[src/rtl/qpwm_pkg.sv]
package qpwm_pkg;

    localparam int PSEL_W = 3;
    localparam int MODE_W = PSEL_W + 1;

    typedef enum logic [1:0] {
        FLD_PERIOD = 2'd0,
        FLD_DUTY   = 2'd1,
        FLD_DEAD   = 2'd2,
        FLD_MODE   = 2'd3
    } qpwm_field_e;

    typedef enum logic [1:0] {
        CH_IDLE  = 2'd0,
        CH_LEAD  = 2'd1,
        CH_TRAIL = 2'd2
    } qpwm_state_e;

    typedef struct packed {
        logic              pol;
        logic [PSEL_W-1:0] psel;
    } qpwm_mode_t;

endpackage

[src/rtl/qpwm_prescale.sv]
module qpwm_prescale
    import qpwm_pkg::*;
(
    input  logic              clk,
    input  logic              rst_n,
    input  logic              run,
    input  logic [PSEL_W-1:0] sel,
    output logic              tick
);
    localparam int PCW = (1 << PSEL_W) - 1;
    localparam int SPW = PCW + 1;

    logic [PCW-1:0] div_cnt;
    logic [SPW-1:0] span;
    logic [PCW-1:0] limit;

    always_comb begin
        span  = SPW'(1) << sel;
        limit = PCW'(span - SPW'(1));
        tick  = run && (div_cnt == limit);
    end

    always_ff @(posedge clk or negedge rst_n) begin
        if (!rst_n) begin
            div_cnt <= '0;
        end else if (!run || tick) begin
            div_cnt <= '0;
        end else begin
            div_cnt <= div_cnt + PCW'(1);
        end
    end

    // any divide above one leaves at least one idle cycle between ticks
    p_tick_gap_r2: assert property (@(posedge clk) disable iff (!rst_n)
        (tick && sel != '0) |=> !tick);

endmodule

[src/rtl/qpwm_deadband.sv]
module qpwm_deadband #(
    parameter int DTW = 8
) (
    input  logic           clk,
    input  logic           rst_n,
    input  logic           tick,
    input  logic           clear,
    input  logic [DTW-1:0] dead,
    output logic           settled
);
    logic [DTW-1:0] elapsed;

    always_ff @(posedge clk or negedge rst_n) begin
        if (!rst_n) begin
            elapsed <= '0;
        end else if (clear) begin
            elapsed <= '0;
        end else if (tick && elapsed != '1) begin
            elapsed <= elapsed + DTW'(1);
        end
    end

    assign settled = (elapsed >= dead);

    // the elapsed-tick count saturates instead of wrapping
    p_sat_hold_r7: assert property (@(posedge clk) disable iff (!rst_n)
        (elapsed == '1 && !clear) |=> elapsed == '1);

endmodule

[src/rtl/qpwm_channel.sv]
module qpwm_channel
    import qpwm_pkg::*;
#(
    parameter int CW  = 16,
    parameter int DTW = 8
) (
    input  logic          clk,
    input  logic          rst_n,
    input  logic          en,
    input  logic          wr_stb,
    input  qpwm_field_e   wr_fld,
    input  logic [CW-1:0] wr_data,
    output logic          hi,
    output logic          lo
);
    qpwm_state_e    state, state_nx;
    logic [CW-1:0]  per_sh, duty_sh, per_act, duty_act;
    logic [CW-1:0]  cnt, cnt_nx, duty_nx;
    logic [DTW-1:0] dead_q;
    qpwm_mode_t     mode_q;
    logic           tick, wrap, restart, flip, settled, ref_lvl, running;

    assign running = en && (state != CH_IDLE);
    assign restart = en && (state == CH_IDLE);

    qpwm_prescale u_pre (
        .clk   (clk),
        .rst_n (rst_n),
        .run   (running),
        .sel   (mode_q.psel),
        .tick  (tick)
    );

    always_comb begin
        wrap    = tick && (cnt == per_act - CW'(1));
        cnt_nx  = wrap ? '0 : cnt + CW'(1);
        duty_nx = wrap ? duty_sh : duty_act;
    end

    // next-state process
    always_comb begin
        state_nx = state;
        unique case (state)
            CH_IDLE: begin
                if (en) state_nx = (duty_sh != '0) ? CH_LEAD : CH_TRAIL;
            end
            CH_LEAD, CH_TRAIL: begin
                if (!en)       state_nx = CH_IDLE;
                else if (tick) state_nx = (cnt_nx < duty_nx) ? CH_LEAD : CH_TRAIL;
            end
            default: state_nx = CH_IDLE;
        endcase
    end

    // state register
    always_ff @(posedge clk or negedge rst_n) begin
        if (!rst_n) state <= CH_IDLE;
        else        state <= state_nx;
    end

    assign flip = running && tick && (state_nx != state);

    qpwm_deadband #(.DTW(DTW)) u_db (
        .clk     (clk),
        .rst_n   (rst_n),
        .tick    (tick),
        .clear   (restart || flip),
        .dead    (dead_q),
        .settled (settled)
    );

    // settings, shadows and counter
    always_ff @(posedge clk or negedge rst_n) begin
        if (!rst_n) begin
            per_sh   <= CW'(1);
            duty_sh  <= '0;
            per_act  <= CW'(1);
            duty_act <= '0;
            dead_q   <= '0;
            mode_q   <= '0;
            cnt      <= '0;
        end else begin
            if (wr_stb) begin
                unique case (wr_fld)
                    FLD_PERIOD: per_sh  <= wr_data;
                    FLD_DUTY:   duty_sh <= wr_data;
                    FLD_DEAD:   dead_q  <= wr_data[DTW-1:0];
                    FLD_MODE:   mode_q  <= qpwm_mode_t'(wr_data[MODE_W-1:0]);
                    default:    ;
                endcase
            end
            if (restart) begin
                per_act  <= per_sh;
                duty_act <= duty_sh;
                cnt      <= '0;
            end else if (!en) begin
                cnt <= '0;
            end else if (tick) begin
                cnt <= cnt_nx;
                if (wrap) begin
                    per_act  <= per_sh;
                    duty_act <= duty_sh;
                end
            end
        end
    end

    // output process
    always_comb begin
        unique case (state)
            CH_LEAD:  ref_lvl = mode_q.pol;
            CH_TRAIL: ref_lvl = !mode_q.pol;
            default:  ref_lvl = 1'b0;
        endcase
        hi = running && settled && ref_lvl;
        lo = running && settled && !ref_lvl;
    end

    p_no_overlap_r7: assert property (@(posedge clk) disable iff (!rst_n)
        !(hi && lo));

    p_cnt_range_r3: assert property (@(posedge clk) disable iff (!rst_n)
        (state != CH_IDLE && per_act != '0) |-> cnt < per_act);

    p_shadow_hold_r6: assert property (@(posedge clk) disable iff (!rst_n)
        (running && !wrap) |=> ($stable(per_act) && $stable(duty_act)));

    p_quiet_r10: assert property (@(posedge clk) disable iff (!rst_n)
        !en |-> (!hi && !lo));

    p_idle_zero_r10: assert property (@(posedge clk) disable iff (!rst_n)
        (state == CH_IDLE) |-> cnt == '0);

endmodule

[src/rtl/quad_pwm_deadband.sv]
module quad_pwm_deadband
    import qpwm_pkg::*;
#(
    parameter int NCH = 4,
    parameter int CW  = 16,
    parameter int DTW = 8
) (
    input  logic                   clk,
    input  logic                   rst_n,
    input  logic                   wr_en,
    input  logic [((NCH > 1) ? $clog2(NCH) : 1)-1:0] wr_ch,
    input  logic [1:0]             wr_sel,
    input  logic [CW-1:0]          wr_data,
    input  logic [NCH-1:0]         en_set,
    input  logic [NCH-1:0]         en_clr,
    output logic [NCH-1:0]         ch_status,
    output logic [NCH-1:0]         pwm_hi,
    output logic [NCH-1:0]         pwm_lo
);
    localparam int CHW = (NCH > 1) ? $clog2(NCH) : 1;

    logic [NCH-1:0] en_q;
    qpwm_field_e    fld;

    assign fld = qpwm_field_e'(wr_sel);

    always_ff @(posedge clk or negedge rst_n) begin
        if (!rst_n) en_q <= '0;
        else        en_q <= (en_q | en_set) & ~en_clr;
    end

    assign ch_status = en_q;

    for (genvar i = 0; i < NCH; i++) begin : g_ch
        qpwm_channel #(.CW(CW), .DTW(DTW)) u_ch (
            .clk     (clk),
            .rst_n   (rst_n),
            .en      (en_q[i]),
            .wr_stb  (wr_en && (wr_ch == CHW'(i))),
            .wr_fld  (fld),
            .wr_data (wr_data),
            .hi      (pwm_hi[i]),
            .lo      (pwm_lo[i])
        );

        p_set_r9: assert property (@(posedge clk) disable iff (!rst_n)
            (en_set[i] && !en_clr[i]) |=> ch_status[i]);

        p_clr_r9: assert property (@(posedge clk) disable iff (!rst_n)
            en_clr[i] |=> !ch_status[i]);
    end

endmodule

[config.mk]
export PLATFORM = sky130hd
export DESIGN_NAME = quad_pwm_deadband
export DESIGN_NICKNAME = d
export VERILOG_FILES = /design/src/rtl/qpwm_pkg.sv /design/src/rtl/qpwm_prescale.sv /design/src/rtl/qpwm_deadband.sv /design/src/rtl/qpwm_channel.sv /design/src/rtl/quad_pwm_deadband.sv
export SDC_FILE = /design/constraint.sdc
export NUM_CORES = 1
export LEC_CHECK = 0
export BUFFER_PORTS_ARGS = -buffer_cell sky130_fd_sc_hd__buf_2
export CAP_MARGIN = 20
export CELL_PAD_IN_SITES_DETAIL_PLACEMENT = 1
export CELL_PAD_IN_SITES_GLOBAL_PLACEMENT = 2
export CORE_ASPECT_RATIO = 0.9
export CORE_MARGIN = 1
export CORE_UTILIZATION = 46
export DETAILED_ROUTE_END_ITERATION = 10
export PLACE_DENSITY_LB_ADDON = 0.12
export SETUP_SLACK_MARGIN = 0.02
export SLEW_MARGIN = 0
export SYNTH_ARGS = -nofsm -noshare
export SYNTH_HDL_FRONTEND = slang
export SYNTH_SLANG_ARGS = --single-unit
export TNS_END_PERCENT = 50
[constraint.sdc]
create_clock -name clk -period 12.36 [get_ports clk]
set_clock_uncertainty 0.1 [all_clocks]
set_input_delay 0.618 -clock clk [delete_from_list [all_inputs] [get_ports clk]]
set_output_delay 0.618 -clock clk [all_outputs]
set_load 0.05 [all_outputs]
### After elaboration in Yosys (flattened, before gate mapping)

Cells that the tools add are included.

* register bits after elaboration: 440
* ROM bits: 0
* RAM bits: 0
* word-level logic and storage cells: 324
* memories: 0
* latch bits: 0

* equality and inequality tests: 34
* shift operators: 4
* $mul: 0
* bitwise gates (word level): 3
* add/sub/neg operators: 20
* reductions and logical operators: 122
* divide/modulo/power cells: 0
* mux-type cells: 88
* order comparisons: 8

Operators with widths (count)
* $mux 16: 48
* $add 16x1->16 const B: 4
* $eq 16x16->1: 4
* $lt 16x16->1: 4
* $mux 8: 8
* $reduce_bool 16->1: 4
* $sub 16x1->16 const B: 4
* $logic_and 1x1->1: 44
* $mux 2: 20
* $reduce_and 2->1: 20
* $reduce_bool 2->1: 20
* $add 8x1->8 const B: 4
* $ge 8x8->1: 4
* $ne 8x8->1 const B: 4
* $add 7x1->7 const B: 4
* $eq 7x7->1: 4
* $mux 7: 4
* $shl 1x3->7 const A: 4
* $sub 7x1->7 const B: 4
* $eq 2x2->1 const B: 8
* $pmux 2 s2: 4
* $eq 2x1->1 const B: 6
* $logic_not 1->1: 12
* $logic_not 2->1: 6
* 9 further kinds: 31

### Depth between registers and ports, before layout

* depth after elaboration: 15
* depth in mapped cells: 25

### Modules after synthesis

Synthesis repeated with hierarchy kept, for this count alone.

* cell total of the unflattened synthesis: 2518
* area total of the unflattened synthesis: 26725.6 sq um

Modules (own cells, without submodules)
* qpwm_channel at g_ch[0].u_ch ...: area each 5295.1 sq um, seq. area each 2354.8 sq um, cells each 487, instances 3
* qpwm_channel at g_ch[1].u_ch: area each 5395.2 sq um, seq. area each 2354.8 sq um, cells each 501, instances 1
* qpwm_deadband: area each 650.6 sq um, seq. area each 200.2 sq um, cells each 70, instances 4
* qpwm_prescale at g_ch[0].u_ch.u_pre ...: area each 674.4 sq um, seq. area each 175.2 sq um, cells each 66, instances 3
* qpwm_prescale at g_ch[3].u_ch.u_pre: area each 641.9 sq um, seq. area each 175.2 sq um, cells each 66, instances 1
* quad_pwm_deadband: area each 177.7 sq um, seq. area each 100.1 sq um, cells each 12, instances 1

### Worst setup path after synthesis

OpenSTA, ideal clock, no wires.

* kind: reg-to-reg
* from: register g_ch[3].u_ch.mode_q[2] in the netlist's numbering
* to: register g_ch[3].u_ch.u_db.elapsed[2]
* data required time: 12.174 ns
* arrival time: 6.149 ns
* library setup time: 0.086 ns
* path buffers: 4
* path slack: 6.024 ns
* cell stages (with the launch flop): 25
* cells stage by stage: dfrtp_1 > clkbuf_1 > or3_1 > ha_1 > buf_2 > xnor2_1 > nor4b_1 > o211ai_1 > nor4_1 > nand4_1 > nor2_1 > buf_2 > clkbuf_1 > nor2_1 > ha_1 > a21o_1 > a21o_1 > a21o_1 > a2111oi_0 > o21ai_0 > mux2i_1 > o211ai_1 > nor3_1 > a21oi_2 > nor3_1

* cells in the longest elaborated chain, start to end: 15
* elaborated cells on any way between the ends: 19

Ends and longest elaborated chain
* start, declared: line qpwm_channel.sv:20 `qpwm_mode_t mode_q;`
* start signal, assigned: line qpwm_channel.sv:88 `FLD_MODE: mode_q <= qpwm_mode_t'(wr_data[MODE_W-1:0]);`
* $shl 1x3->7 *: line qpwm_prescale.sv:18 `span = SPW'(1) << sel;`
* $sub 7x1->7 *: line qpwm_prescale.sv:19 `limit = PCW'(span - SPW'(1));`
* $eq 7x7->1 *: line qpwm_prescale.sv:20 `tick = run && (div_cnt == limit);`
* $logic_and 1x1->1 *: line qpwm_prescale.sv:20
* $logic_and 1x1->1: line qpwm_channel.sv:35 `wrap = tick && (cnt == per_act - CW'(1));`
* $mux 16 (on tied branches): line qpwm_channel.sv:36, qpwm_channel.sv:37
* $lt 16x16->1: line qpwm_channel.sv:49 `else if (tick) state_nx = (cnt_nx < duty_nx) ? CH_LEAD : CH_TRAIL;`
* $mux 2 (2 in series): line qpwm_channel.sv:49
* $mux 2: line qpwm_channel.sv:48 `if (!en) state_nx = CH_IDLE;`
* $pmux 2 s2: line qpwm_channel.sv:43 `unique case (state)`
* $ne 2x2->1: line qpwm_channel.sv:61 `assign flip = running && tick && (state_nx != state);`
* $logic_and 1x1->1: line qpwm_channel.sv:61
* $logic_or 1x1->1: line qpwm_channel.sv:67 `.clear (restart || flip),`
* $mux 8 / $reduce_bool 2->1 (equally long branches)
* end signal, assigned: line qpwm_deadband.sv:19 `elapsed <= elapsed + DTW'(1);`
* end, declared: line qpwm_deadband.sv:11 `logic [DTW-1:0] elapsed;`

Every way passes the cells marked *; elsewhere a longest branch is shown, timed or not.
A chain may end at the register's enable or synchronous reset.

### Final worst setup path

* from: register g_ch[0].u_ch.mode_q[2] in the netlist's numbering
* to: register g_ch[0].u_ch.u_db.elapsed[3]

* cells in the longest elaborated chain, start to end: 15
* elaborated cells on any way between the ends: 19

Ends and longest elaborated chain (line)
* start, declared: qpwm_channel.sv:20
* start signal, assigned: qpwm_channel.sv:88
* $shl 1x3->7 *: qpwm_prescale.sv:18
* $sub 7x1->7 *: qpwm_prescale.sv:19
* $eq 7x7->1 *: qpwm_prescale.sv:20
* $logic_and 1x1->1 *: qpwm_prescale.sv:20
* $logic_and 1x1->1: qpwm_channel.sv:35
* $mux 16 (on tied branches): qpwm_channel.sv:36, qpwm_channel.sv:37
* $lt 16x16->1: qpwm_channel.sv:49
* $mux 2 (2 in series): qpwm_channel.sv:49
* $mux 2: qpwm_channel.sv:48
* $pmux 2 s2: qpwm_channel.sv:43
* $ne 2x2->1: qpwm_channel.sv:61
* $logic_and 1x1->1: qpwm_channel.sv:61
* $logic_or 1x1->1: qpwm_channel.sv:67
* $mux 8 / $reduce_bool 2->1 (equally long branches)
* end signal, assigned: qpwm_deadband.sv:19
* end, declared: qpwm_deadband.sv:11

Marks and branches as above.

==> summary.md <==
| Metric | Value |
|---|---|
| Clock Tree Buf Depth | `3` |
| Initial DRC count | `around 1.1k` |
| Global route total overflow | `0` |
| DRC viols | `0` |
| Die ar. | `about 60000 µm²` |
| Status | `complete, no violations` |
| Synthesis-to-layout area growth | `9.63%` |
| Core Rows | `82` |
| Die height | `~230 µm` |
| Power Dens Cells | `188 nW/µm²` |
| Root Buffer | `clkbuf_16` |
| Syn Area/Cell | `~10 µm²` |
| Die width | `254 µm` |
| CP required | `12.71 ns` |
| Total power | `between 5000 and 6000 µW` |
| Unrepaired setup endpoints after global routing | `no` |
| Dominant synthesized flop cell | `dfrtp_1` |
| Most common cell after layout, fill and taps aside | `dfrtp_1` |
| Slew @ Worst Pin | `1.02 ns` |
| Antenna violations before repair | `11` |
| Core Area | `56100 µm²` |
| Per-cell routed wire length | `21.6 µm` |
| Post-Syn Nets | `around 2.8k` |
| Clock-pin transition on the worst setup and hold timing paths | `~0.060 ns` |
| Leakage | `between 0.01 and 0.015 µW` |
| Synth unique cells | `91` |
| Yosys reg bits | `440` |
| Final Max Slew Viols | `0` |
| Critical setup path kind | `flop to flop` |
| Worst hold path type | `input port to flop` |
| Multi-input gate area | `~14000 µm²` |
| CTS tree | `yes` |
| # setup viols final | `0` |
| Setup TNS | `0 ns` |
| CP startpoint kind | `flop` |
| Initial Utilization | `47.0%` |
| Fmax | `about 150 MHz` |
| Final Cycle Share | `between 50% and 60%` |
| Layout cells sized above 1 | `between 10% and 20%` |
| IO Port Bufs | `42` |
| Crit path DAT | `approximately 7.2 ns` |
| H-Tree Depth | `2` |
| Syn Inst Count | `about 2.6k` |
| Cell Area, Synth | `between 20000 and 30000 µm²` |
| Vias per cell | `approximately 6` |
| Post-detailed-route count of antenna-violating nets | `0` |
| Busiest grt layer | `met2` |
| Yosys warning count | `0` |
| Postcts setup bufs | `0` |
| HPWL Detailed | `51800 µm` |
| DR vias | `~20k` |
| Post-layout min period | `slightly below 7 ns` |
| Peak supply drop | `0.000115 V` |
| Sequential share of the synthesized area | `41.8%` |
| Max-Cap Viols | `0` |
| Worst setup EP type | `flop` |
| 1st-pass router iterations | `5` |
| Final hold violation count | `0` |
| GRT met2 Usage | `just over 40%` |
| # IOs | `43` |
| CTS sink count | `between 400 and 500` |
| Worst skew pair latency | `about 0.6 ns` |
| Met1 usage | `between 30% and 40%` |
| Most frequent cells in the layout | `432 x dfrtp_1, 237 x mux2_2, 213 x nor2_1` |
| Nets | `2754` |
| Largest net degree at the start of global routing | `~110` |
| CP Max Fanout | `45` |
| Vias in the first global route | `20.7k` |
| Number of buffers created by CTS | `about 50` |
| # fillers | `6147` |
| First-pass GRT wire length | `roughly 120000 µm` |
| Routed WL | `between 70000 and 80000 µm` |
| GRT met3 Usage | `2.84%` |
| Number of synthesized flops with an enable pin | `0` |
| Routability congestion estimate | `roughly 0.87` |
| Total track usage | `between 20% and 30%` |
| Asr flop ratio synth | `100%` |
| Register area | `~11000 µm²` |
| Relative slew slack | `a little over 30%` |
==> stage by stage <==
stage | cell area [µm²] | instances | setup slack, ns | utilization (%) | hold slack (ns)
after CTS | 28800 | 3387 | 5.52 | 51.3 | 0.0285
after global placement | 27100 | 3295 | 5.82 | 48.2 | 0.359
after detailed placement | 27100 | 3295 | 5.61 | 48.2 | 0.374
final | 28900 | 3393 | 5.47 | 51.5 | 0.0634
after global routing | 28900 | 3391 | 5.13 | 51.5 | 0.0477
after floorplan | 26400 | 2620 | 6.02 | - | 0.222
==> flip-flops by register name (all words and copies together), names as in the netlist, 28 cells and up <==
register,flops
g_ch.u_ch.dead_q,32
g_ch.u_ch.per_act,64
g_ch.u_ch.duty_sh,64
g_ch.u_ch.cnt,64
g_ch.u_ch.u_pre.div_cnt,28
g_ch.u_ch.per_sh,64
g_ch.u_ch.u_db.elapsed,32
g_ch.u_ch.duty_act,64
==> routing by layer <==
| metal | vias to the layer above | routed length (µm) | part of all wire [%] |
|---|---|---|---|
| met4 | 2 | 1480 | 2.0 |
| met2 | 310 | 33600 | 46 |
| met3 | 88 | 2840 | 3.9 |
| met1 | 10100 | 35400 | 48 |
| met5 | - | 13 | 0.018 |
| li1 | 9369 | - | - |
==> path summary, 6_finish.rpt <==
kind                                   startpoint                             to  slack [ns]  depth (start not counted)
hold reg to reg            g_ch[0].u_ch.per_sh[2]        g_ch[0].u_ch.per_act[2]        0.39                          1
min in group asynchronous                   rst_n  g_ch[1].u_ch.u_pre.div_cnt[5]        0.50                          2
max in group asynchronous                   rst_n         g_ch[3].u_ch.mode_q[0]        9.52                          4
setup / recovery           g_ch[0].u_ch.mode_q[2]   g_ch[0].u_ch.u_db.elapsed[3]        5.47                         20
hold / removal                          en_clr[2]                   ch_status[2]        0.06                          2
setup reg to reg           g_ch[0].u_ch.mode_q[2]   g_ch[0].u_ch.u_db.elapsed[3]        5.47                         20
==> cell usage after synthesis (24+ instances only) <==
cell | number | area (µm²)
a21o_1 | 41 | 308
clkbuf_1 | 96 | 360
a21oi_1 | 88 | 440
nor3_1 | 60 | 300
nor4_1 | 34 | 213
nand3_1 | 55 | 275
nor2_1 | 214 | 803
mux2i_1 | 83 | 831
ha_1 | 128 | 1600
mux2_1 | 41 | 462
o21ai_0 | 123 | 616
xor2_1 | 66 | 578
nand3b_1 | 29 | 218
nand2b_1 | 42 | 263
nand4_1 | 37 | 231
o21ai_1 | 24 | 120
dfrtp_1 | 432 | 10800
buf_2 | 30 | 150
xnor2_1 | 110 | 963
inv_1 | 84 | 315
nand2_1 | 167 | 627
mux2_2 | 237 | 2670
and3_1 | 55 | 344
nor2b_1 | 26 | 163
==> cells by family (layout without fill, tap and decap cells) <==
logic type | Yosys count | in the layout | synth area share (%)
flops | 440 | 440 | 41.8
other cells | 0 | 2 | 0
compound gates | 443 | 443 | 10.9
xor+xnor | 176 | 176 | 5.85
mux | 362 | 362 | 15.1
fa+ha+maj | 128 | 128 | 6.07
buf+inv | 229 | 244 | 3.63
simple gates | 842 | 842 | 16.7
==> worst max-delay path: stages (launching register included) <==
cell and delay [ns]:
dfrtp_1 0.48, or3_1 0.43, ha_1 0.29, or4b_1 0.55, a32oi_1 0.29, and3_1 0.61
nand4_1 0.24, a2111oi_4 0.31, buf_4 0.53, mux2i_1 0.26, ha_1 0.27, a21o_1 0.17
a21o_1 0.18, a21o_1 0.19, a21o_1 0.18, a21oi_1 0.36, nor2_1 0.08, a2111o_1 0.43
mux2i_1 0.17, a31oi_1 0.49, nor2_1 0.12
==> layout make-up <==
type	count	area share [%]
inverter	84	1.09
tap	756	3.27
antenna	2	0.0173
timing repair buffer	69	1.69
clock buffer	69	4.96
clock inverter	22	0.983
sequential	440	38.1
multi-input combinational	1951	49.9
==> timing repair <==
| action | in CTS | in global routing |
|---|---|---|
| hold buffers | 1 | 0 |
| gates resized for setup | 0 | 0 |
| hold endpoints to repair | 12 | 0 |
==> report_power, final <==
| group | total, µW | internal, µW | switching (µW) |
|---|---|---|---|
| Sequential | 2190 | 1810 | 386 |
| Combinational | 1680 | 777 | 899 |
| Clock | 1560 | 935 | 624 |
(Power assumes the default switching activity.)
